<file path="src/rtl/fifo_emu_pkg.sv">
package fifo_emu_pkg;
  // sample mode carried with each trigger
  typedef enum logic {
    SMP_SHORT = 1'b0,
    SMP_LONG  = 1'b1
  } smp_mode_e;
endpackage

</file>
<file path="src/rtl/drain_timer.sv">
module drain_timer #(
  parameter int SLOT_CYC = 140
) (
  input  logic clk,
  input  logic rst_n,
  input  logic active_i,
  output logic tick_o
);
  localparam int TW = $clog2(SLOT_CYC);
  localparam logic [TW-1:0] LAST = TW'(SLOT_CYC - 1);

  logic [TW-1:0] cnt_q, cnt_d;
  logic          cnt_en;

  // tick on the final cycle of each readout slot
  assign tick_o = active_i && (cnt_q == LAST);

  always_comb begin
    cnt_en = 1'b1;
    if (!active_i)    cnt_d = '0;
    else if (tick_o)  cnt_d = '0;
    else              cnt_d = cnt_q + TW'(1);
  end

  always_ff @(posedge clk or negedge rst_n) begin
    if (!rst_n)      cnt_q <= '0;
    else if (cnt_en) cnt_q <= cnt_d;
  end
endmodule

</file>
<file path="src/rtl/occ_tracker.sv">
module occ_tracker #(
  parameter int DEPTH   = 32,
  parameter int N_SHORT = 3,
  parameter int N_LONG  = 6,
  parameter int OCC_W   = $clog2(DEPTH + 1)
) (
  input  logic             clk,
  input  logic             rst_n,
  input  logic             add_en_i,
  input  fifo_emu_pkg::smp_mode_e mode_i,
  input  logic             drain_i,
  output logic [OCC_W-1:0] occ_o
);
  import fifo_emu_pkg::*;
  localparam int SW = OCC_W + 1;
  localparam logic [SW-1:0] LIMIT = SW'(DEPTH);

  logic [OCC_W-1:0] occ_q, occ_d;
  logic [SW-1:0]    add_amt, sum;
  logic             occ_en;

  always_comb begin
    occ_en  = add_en_i || drain_i;
    add_amt = '0;
    if (add_en_i) add_amt = (mode_i == SMP_LONG) ? SW'(N_LONG) : SW'(N_SHORT);
    // drain is only asserted when occupancy is nonzero, so no underflow
    sum = {1'b0, occ_q} + add_amt - SW'(drain_i);
    if (sum > LIMIT) occ_d = OCC_W'(DEPTH);
    else             occ_d = sum[OCC_W-1:0];
  end

  always_ff @(posedge clk or negedge rst_n) begin
    if (!rst_n)      occ_q <= '0;
    else if (occ_en) occ_q <= occ_d;
  end

  assign occ_o = occ_q;
endmodule

</file>
<file path="src/rtl/spacing_guard.sv">
module spacing_guard #(
  parameter int N_SHORT = 3,
  parameter int N_LONG  = 6
) (
  input  logic clk,
  input  logic rst_n,
  input  logic trig_i,
  input  fifo_emu_pkg::smp_mode_e mode_i,
  output logic viol_o
);
  import fifo_emu_pkg::*;
  localparam int CW = $clog2(N_LONG);

  logic [CW-1:0] busy_q, busy_d;
  logic          busy_en;

  // a trigger while the receive window is still open is a violation
  assign viol_o = trig_i && (busy_q != '0);

  always_comb begin
    busy_en = 1'b1;
    busy_d  = busy_q;
    if (trig_i && busy_q == '0)
      busy_d = (mode_i == SMP_LONG) ? CW'(N_LONG - 1) : CW'(N_SHORT - 1);
    else if (busy_q != '0)
      busy_d = busy_q - CW'(1);
  end

  always_ff @(posedge clk or negedge rst_n) begin
    if (!rst_n)       busy_q <= '0;
    else if (busy_en) busy_q <= busy_d;
  end
endmodule

</file>
<file path="src/rtl/trig_fifo_veto.sv">
module trig_fifo_veto #(
  parameter int DEPTH    = 32,
  parameter int SLOT_CYC = 140,
  parameter int N_SHORT  = 3,
  parameter int N_LONG   = 6,
  parameter int OCC_W    = $clog2(DEPTH + 1)
) (
  input  logic             clk,
  input  logic             rst_n,
  input  logic             trig_i,
  input  logic             mode6_i,
  input  logic [OCC_W-1:0] thresh_i,
  output logic             veto_o,
  output logic [OCC_W-1:0] occ_o,
  output logic             reject_err_o,
  output logic             spacing_err_o
);
  import fifo_emu_pkg::*;

  logic [1:0] rst_sync_q;
  logic       rst_n_int;
  smp_mode_e  mode;
  logic       accept, drain, viol;
  logic [OCC_W-1:0] occ;
  logic       rej_q, rej_d, spc_q, spc_d;

  // asynchronous assert, synchronous release
  always_ff @(posedge clk or negedge rst_n) begin
    if (!rst_n) rst_sync_q <= '0;
    else        rst_sync_q <= {rst_sync_q[0], 1'b1};
  end
  assign rst_n_int = rst_sync_q[1];

  assign mode   = smp_mode_e'(mode6_i);
  assign veto_o = (occ >= thresh_i);
  assign accept = trig_i && !veto_o;

  drain_timer #(.SLOT_CYC(SLOT_CYC)) u_timer (
    .clk(clk), .rst_n(rst_n_int), .active_i(occ != '0), .tick_o(drain)
  );

  occ_tracker #(.DEPTH(DEPTH), .N_SHORT(N_SHORT), .N_LONG(N_LONG), .OCC_W(OCC_W)) u_occ (
    .clk(clk), .rst_n(rst_n_int), .add_en_i(accept), .mode_i(mode),
    .drain_i(drain), .occ_o(occ)
  );

  spacing_guard #(.N_SHORT(N_SHORT), .N_LONG(N_LONG)) u_space (
    .clk(clk), .rst_n(rst_n_int), .trig_i(trig_i), .mode_i(mode), .viol_o(viol)
  );

  always_comb begin
    rej_d = rej_q || (trig_i && veto_o);
    spc_d = spc_q || viol;
  end

  always_ff @(posedge clk or negedge rst_n_int) begin
    if (!rst_n_int) begin
      rej_q <= 1'b0;
      spc_q <= 1'b0;
    end else begin
      rej_q <= rej_d;
      spc_q <= spc_d;
    end
  end

  assign occ_o         = occ;
  assign reject_err_o  = rej_q;
  assign spacing_err_o = spc_q;
endmodule

</file>
<file path="config.mk">
export PLATFORM = sky130hd
export DESIGN_NAME = trig_fifo_veto
export DESIGN_NICKNAME = d
export VERILOG_FILES = /design/src/rtl/fifo_emu_pkg.sv /design/src/rtl/drain_timer.sv /design/src/rtl/occ_tracker.sv /design/src/rtl/spacing_guard.sv /design/src/rtl/trig_fifo_veto.sv
export SDC_FILE = /design/constraint.sdc
export NUM_CORES = 1
export LEC_CHECK = 0
export BUFFER_PORTS_ARGS = -buffer_cell sky130_fd_sc_hd__buf_2
export CELL_PAD_IN_SITES_DETAIL_PLACEMENT = 0
export CELL_PAD_IN_SITES_GLOBAL_PLACEMENT = 1
export CORE_MARGIN = 4
export CORE_UTILIZATION = 49
export CTS_BUF_LIST = sky130_fd_sc_hd__clkbuf_8
export DETAILED_ROUTE_END_ITERATION = 10
export PLACE_DENSITY_LB_ADDON = 0.1
export SLEW_MARGIN = 20
export SYNTH_ARGS = -nofsm -noshare
export SYNTH_HDL_FRONTEND = slang
export SYNTH_SLANG_ARGS = --single-unit
</file>
<file path="constraint.sdc">
create_clock -name clk -period 4.4 [get_ports clk]
set_input_delay 0.88 -clock clk [delete_from_list [all_inputs] [get_ports clk]]
set_output_delay 0.88 -clock clk [all_outputs]
set_load 0.005 [all_outputs]
</file>
=== After elaboration in Yosys (flattened, before gate mapping) ===
Cells that the tools add are included.

* Register bits after elaboration: 21
* Input port bits: 10
* Word-level logic and storage cells: 34
* Output and inout bits: 9

* Add/sub/neg operators: 4
* Muxes and demuxes: 8
* $lt $le $gt $ge: 2
* Reduce and logical (&&, ||, !) cells: 13
* Equal/unequal tests: 1

{| class="wikitable"
|+ Operators with widths
! operator !! number
|-
| 8-bit 2-to-1 mux || 2
|-
| 3-bit 2-to-1 mux || 5
|-
| 8-bit by 1-bit adder with 8-bit output, second input constant || 1
|-
| 8-bit equality test, second input constant || 1
|-
| 6-bit by 7-bit adder with 7-bit output || 1
|-
| 7-bit by 6-bit greater-than comparator with 1-bit output, second input constant || 1
|-
| 7-bit by 1-bit subtractor with 7-bit output || 1
|-
| 6-bit >= comparator || 1
|-
| 6-bit 2-to-1 mux || 1
|-
| 6-bit nonzero test || 1
|-
| 1-bit logical AND || 5
|-
| 3-bit zero test || 1
|-
| 1-bit logical OR || 3
|-
| 3-bit nonzero test || 1
|-
| 3-bit by 1-bit subtractor with 3-bit output, second input constant || 1
|-
| 2-bit nonzero test || 1
|-
| 1-bit zero test || 1
|}

=== Depth between registers and ports, before layout ===
* Depth in word-level cells: 8
* Mapped depth: 16
* Gate-level depth less buffers: 16

=== Hierarchy ===
Synthesis repeated with hierarchy kept, for this count alone.

* Cell total of the unflattened synthesis: 169
* Area total of the unflattened synthesis: 1577.8 um2

{| class="wikitable"
|+ Modules (own cells, without submodules)
! module !! sequential area each (um2) !! times used !! area an instance (um2) !! cells an instance
|-
| occ_tracker || 150.1 || 1 || 644.4 || 73
|-
| drain_timer || 200.2 || 1 || 446.7 || 44
|-
| trig_fifo_veto || 100.1 || 1 || 304.0 || 34
|-
| spacing_guard || 75.1 || 1 || 182.7 || 18
|}

=== Worst setup path before layout ===
Ideal clock, no wire load.

* Kind: input to register
* From: input port thresh_i[4]
* To: register u_occ.occ_q[0], in the netlist u_occ.occ_o[0]
* Arrival time: 3765 ps
* Slack: 535 ps
* Cell stages on the path: 14
* Buffers on the path: 0
* Library setup time: 101 ps
* Cells stage by stage: inv_1 > ha_1 > a21o_1 > a211oi_1 > o21ai_1 > nor2_1 > inv_1 > ha_1 > fa_1 > and2b_1 > o22a_1 > xor2_1 > o41a_1 > o32ai_1

* Cells in the longest elaborated chain, start to end: 8
* Elaborated cells on any way between the ends: 9

{| class="wikitable"
|+ RTL lines
! element !! line !! RTL
|-
| from (decl) || trig_fifo_veto.sv:12 || <nowiki>input logic [OCC_W-1:0] thresh_i,</nowiki>
|-
| 6-bit >= comparator (*) || trig_fifo_veto.sv:35 || <nowiki>assign veto_o = (occ >= thresh_i);</nowiki>
|-
| net veto_o || trig_fifo_veto.sv:13 || <nowiki>output logic veto_o,</nowiki>
|-
| 1-bit zero test (*) || trig_fifo_veto.sv:36 || <nowiki>assign accept = trig_i && !veto_o;</nowiki>
|-
| 1-bit logical AND (*) || trig_fifo_veto.sv:36 ||
|-
| 3-bit 2-to-1 mux || occ_tracker.sv:25 || <nowiki>if (add_en_i) add_amt = (mode_i == SMP_LONG) ? SW'(N_LONG) : SW'(N_SHORT);</nowiki>
|-
| 6-bit by 7-bit adder with 7-bit output || occ_tracker.sv:27 || <nowiki>sum = {1'b0, occ_q} + add_amt - SW'(drain_i);</nowiki>
|-
| 7-bit by 1-bit subtractor with 7-bit output || occ_tracker.sv:27 ||
|-
| 7-bit by 6-bit greater-than comparator with 1-bit output || occ_tracker.sv:28 || <nowiki>if (sum > LIMIT) occ_d = OCC_W'(DEPTH);</nowiki>
|-
| 6-bit 2-to-1 mux || occ_tracker.sv:28 ||
|-
| to (signal assigned) || occ_tracker.sv:33 || <nowiki>if (!rst_n) occ_q <= '0;</nowiki>
|-
| to (signal assigned) || occ_tracker.sv:34 || <nowiki>else if (occ_en) occ_q <= occ_d;</nowiki>
|-
| to (decl) || occ_tracker.sv:18 || <nowiki>logic [OCC_W-1:0] occ_q, occ_d;</nowiki>
|}

Mark *: on every way through the listed nets, which the timed path passes. The rest lies on a longest branch.
A chain may end at the register's enable or synchronous reset.

=== Worst setup path after layout ===
* From: input port thresh_i[4]
* To: register u_occ.occ_q[1], in the netlist u_occ.occ_o[1]

* Cells in the longest elaborated chain, start to end: 8
* Elaborated cells on any way between the ends: 9

{| class="wikitable"
|+ RTL lines
! element !! line
|-
| 6-bit >= comparator (*) || trig_fifo_veto.sv:35
|-
| 1-bit zero test (*) || trig_fifo_veto.sv:36
|-
| 1-bit logical AND (*) || trig_fifo_veto.sv:36
|-
| 3-bit 2-to-1 mux || occ_tracker.sv:25
|-
| 6-bit by 7-bit adder with 7-bit output || occ_tracker.sv:27
|-
| 7-bit by 1-bit subtractor with 7-bit output || occ_tracker.sv:27
|-
| 7-bit by 6-bit greater-than comparator with 1-bit output || occ_tracker.sv:28
|-
| 6-bit 2-to-1 mux || occ_tracker.sv:28
|}

Mark *: on every way between the ends. The rest lies on a longest branch, timed or not.

==> results.cfg <==
[final_layout]
area_delta_synth_final_pct = 12.49
fin_nets = 207
seq_area_um2 = 525.5
drive_gt1_share_pct = 14.77
multiInputGateArea_um2 = 839.6
fill_cells = 273
num_antenna_cells = 0
post-route-util_pct = 58.25

[power]
p_sw_share_pct = 43.75
vdd_ir_drop_max_mv = 0.3387
power_density_nw_per_um2 = 634.4
p_leak_uw = 0.0008532
finalPower_uw = 1037
p_sw_uw = 453.5
p_int_uw = 583.1
seqPwrFrac_pct = 30.2
power_frac_clock_pct = 11.6
pwr-share-comb_pct = 58.2

[clock_network]
cts_sinks = 21
clk_latency_ns = 0.25
clock-root-buffer = clkbuf_8
h-tree-depth = 1
cts_setup_buffers = 0
clkTransAtPathRegs_ns = 0.07
clockBufferDepth = 2
cts_tree = yes
cts_buffers = 3
holdBufCountCts = 0

[global_route]
grt_pass1_vias = 1098
grt_max_degree = 20
grt_use_total_pct = 15.48
antenna_found_initial = 0
grt.overflow.total = 0
grt_pass1_wl_um = 4988

[sta]
drv_slew = 0
hold_viol = 0
setup-tns-final_ns = 0
relSlewSlack_pct = 50.42
rsz0062_at_grt = false
setup_viol_count_final = 0
max_freq_ghz = 0.2502
period_needed_ns = 3.997
finalCritPeriodShare_pct = 90.83
fin_skew_ns = 0.005003
tightest_slew_ns = 0.7437

[yosys]
yosysTopAreaCellShare_pct = 36.18
synthCells = 154
synth_seq_cells = 21
synth_edf_count = 0
yosysTopAreaCell = dfrtp_1
synth_cell_types = 44
synth.most_common_cell = inv_1
synth_common_cells = 25 x inv_1, 21 x dfrtp_1, 19 x ha_1
postSynth.asyncResetShare_pct = 100.0
yosys_warnings = 0
synth_area_leaders = dfrtp_1 36%, ha_1 16%, inv_1 6.5%
synth_flop_cell = dfrtp_1
syn_area_um2 = 1453
syn_nets = 184
postSynthAreaPerCell_um2 = 9.433
yosysSeqAreaShare_pct = 36.18

[route]
drcViolationCount = 0
avgRoutedWirePerCell_um = 13.61
drt_iter0_markers = 67
routed_wl_um = 2817
dr.pass1.iters = 4
ant_nets = 0
vias = 1142
drt-vias-per-instance = 5.517

[worst_setup_path]
path_class = in2reg
cp.required_ns = 4.55
critical_path.cell_chain = buf_2 > inv_1 > ha_1 > a21o_1 > a211oi_1 > o21ai_1 > nor2_1 > inv_1 > nor2_1 > ha_1 > inv_1 > fa_1 > and2b_1 > o22a_1 > xor2_1 > o41a_1 > o32ai_1
worstSetupEndpointType = register
critical_path.max_fanout = 6
max_stage_delay_ns = 0.45
cp_slowest_cell = o41a_1
setup.worst_path.start_class = input port
crit_arrival_ns = 4.14
critPathMostFrequentCell = inv_1

[floorplanning]
start_util_pct = 51.78
die_w_um = 62.45
core-area_um2 = 2805
die_area_um2 = 3899
ios = 19
die_h_um = 62.45
rows = 19

[hold_path]
min_path_type = reg2async

[placement]
io_buffers = 18
gp_routability_congestion = 0.7829
dp_hpwl_um = 2259

[status]
run_status = completed

[job]
max_cap_viol_count = 0
## cell type report
cell class	instances	area share, %
Clock inverter	1	0.3063
Sequential cell	21	32.16
Inverter	25	5.743
Timing Repair Buffer	18	5.513
Clock buffer	3	2.527
Tap cell	31	2.374
Multi-Input combinational cell	108	51.38
## flip-flops by register name (all words and copies together) (netlist names)
name and flops:
u_timer.cnt_q 8, u_occ.occ_o 6, u_space.busy_q 3, rst_sync_q 2
reject_err_o 1, spacing_err_o 1
## cells by family (layout without fill, tap and decap cells)
family | Yosys count | in the layout | share of synthesized area [%]
AND/OR/NAND/NOR | 47 | 47 | 17.49
AO/OA/AOI/OAI | 31 | 31 | 16.45
buffers and inverters | 25 | 47 | 6.460
flip-flops | 21 | 21 | 36.18
adder cells (fa/ha/maj) | 20 | 20 | 17.74
XOR/XNOR | 9 | 9 | 5.427
other | 1 | 1 | 0.2582
## layer usage
layer	vias to the layer above	global-route usage [%]	part of all wire, %
li1	580	-	-
met1	539	22.08	52
met2	21	23.04	41
met3	2	5.396	6.0
met4	0	2.479	0.39
met5	-	0	0
## power groups by stage
| stage | registers, uW | clock network, uW | logic (uW) |
|---|---|---|---|
| after floorplan | 303 | 0 | 455 |
| after global placement | 315 | 0 | 573 |
| after detailed placement | 317 | 0 | 589 |
| after CTS | 313 | 126 | 594 |
| after global routing | 322 | 137 | 690 |
| final | 313 | 120 | 603 |
## worst max-delay path: cells and delay by family
kind | cells | cell delay [ns]
AOI/OAI and AO/OA | 6 | 1.39
xor gates and xnor gates | 1 | 0.10
adders and majority gates | 3 | 0.90
buffers and inverters | 4 | 0.28
and+or+nand+nor | 3 | 0.59
## cell usage in the layout (no fill, tap or decap), drive strengths merged, types with 2 or more instances in the layout
cell type	instances
o211ai	2
xnor2	2
a21oi	4
nor2b	2
a21o	3
buf	18
and3	3
xor2	7
o32ai	2
a211oi	3
dfrtp	21
nand2b	2
a311oi	2
nor2	16
clkbuf	3
a22o	3
nand3	5
ha	19
nand2	7
inv	25
o21ai	4
## per-stage QoR
step | hold slack (ns) | setup WS [ns] | instances | area [um2]
floorplan | 0.2401 | 0.5346 | 154 | 1453
finish | 0.3070 | 0.4034 | 207 | 1634
detailed placement | 0.3396 | 0.1205 | 203 | 1582
global placement | 0.3255 | 0.1469 | 203 | 1582
global route | 0.3596 | 0.03558 | 207 | 1634
CTS | 0.3360 | 0.3738 | 207 | 1628
## timing repair
| action | 4_1_cts | 5_1_grt |
|---|---|---|
| setup endpoints to repair | 0 | 1 |
| resized for setup | 0 | 1 |
| hold endpoints to repair | 0 | 0 |
## worst paths after layout
check / end / start / slack (ns) / cells past startpoint
max in group asynchronous: u_timer.cnt_q[1] / rst_sync_q[1] / 3.62 / 0
min reg2reg: u_timer.cnt_q[6] / rst_sync_q[1] / 0.31 / 0
min in group clk: rst_sync_q[1] / rst_sync_q[0] / 0.36 / 0
min: u_timer.cnt_q[6] / rst_sync_q[1] / 0.31 / 0
max: u_occ.occ_o[1] / thresh_i[4] / 0.40 / 17
max reg2reg: u_occ.occ_o[1] / u_occ.occ_o[5] / 0.66 / 15
No activity file was read; power rests on OpenSTA's default activity.
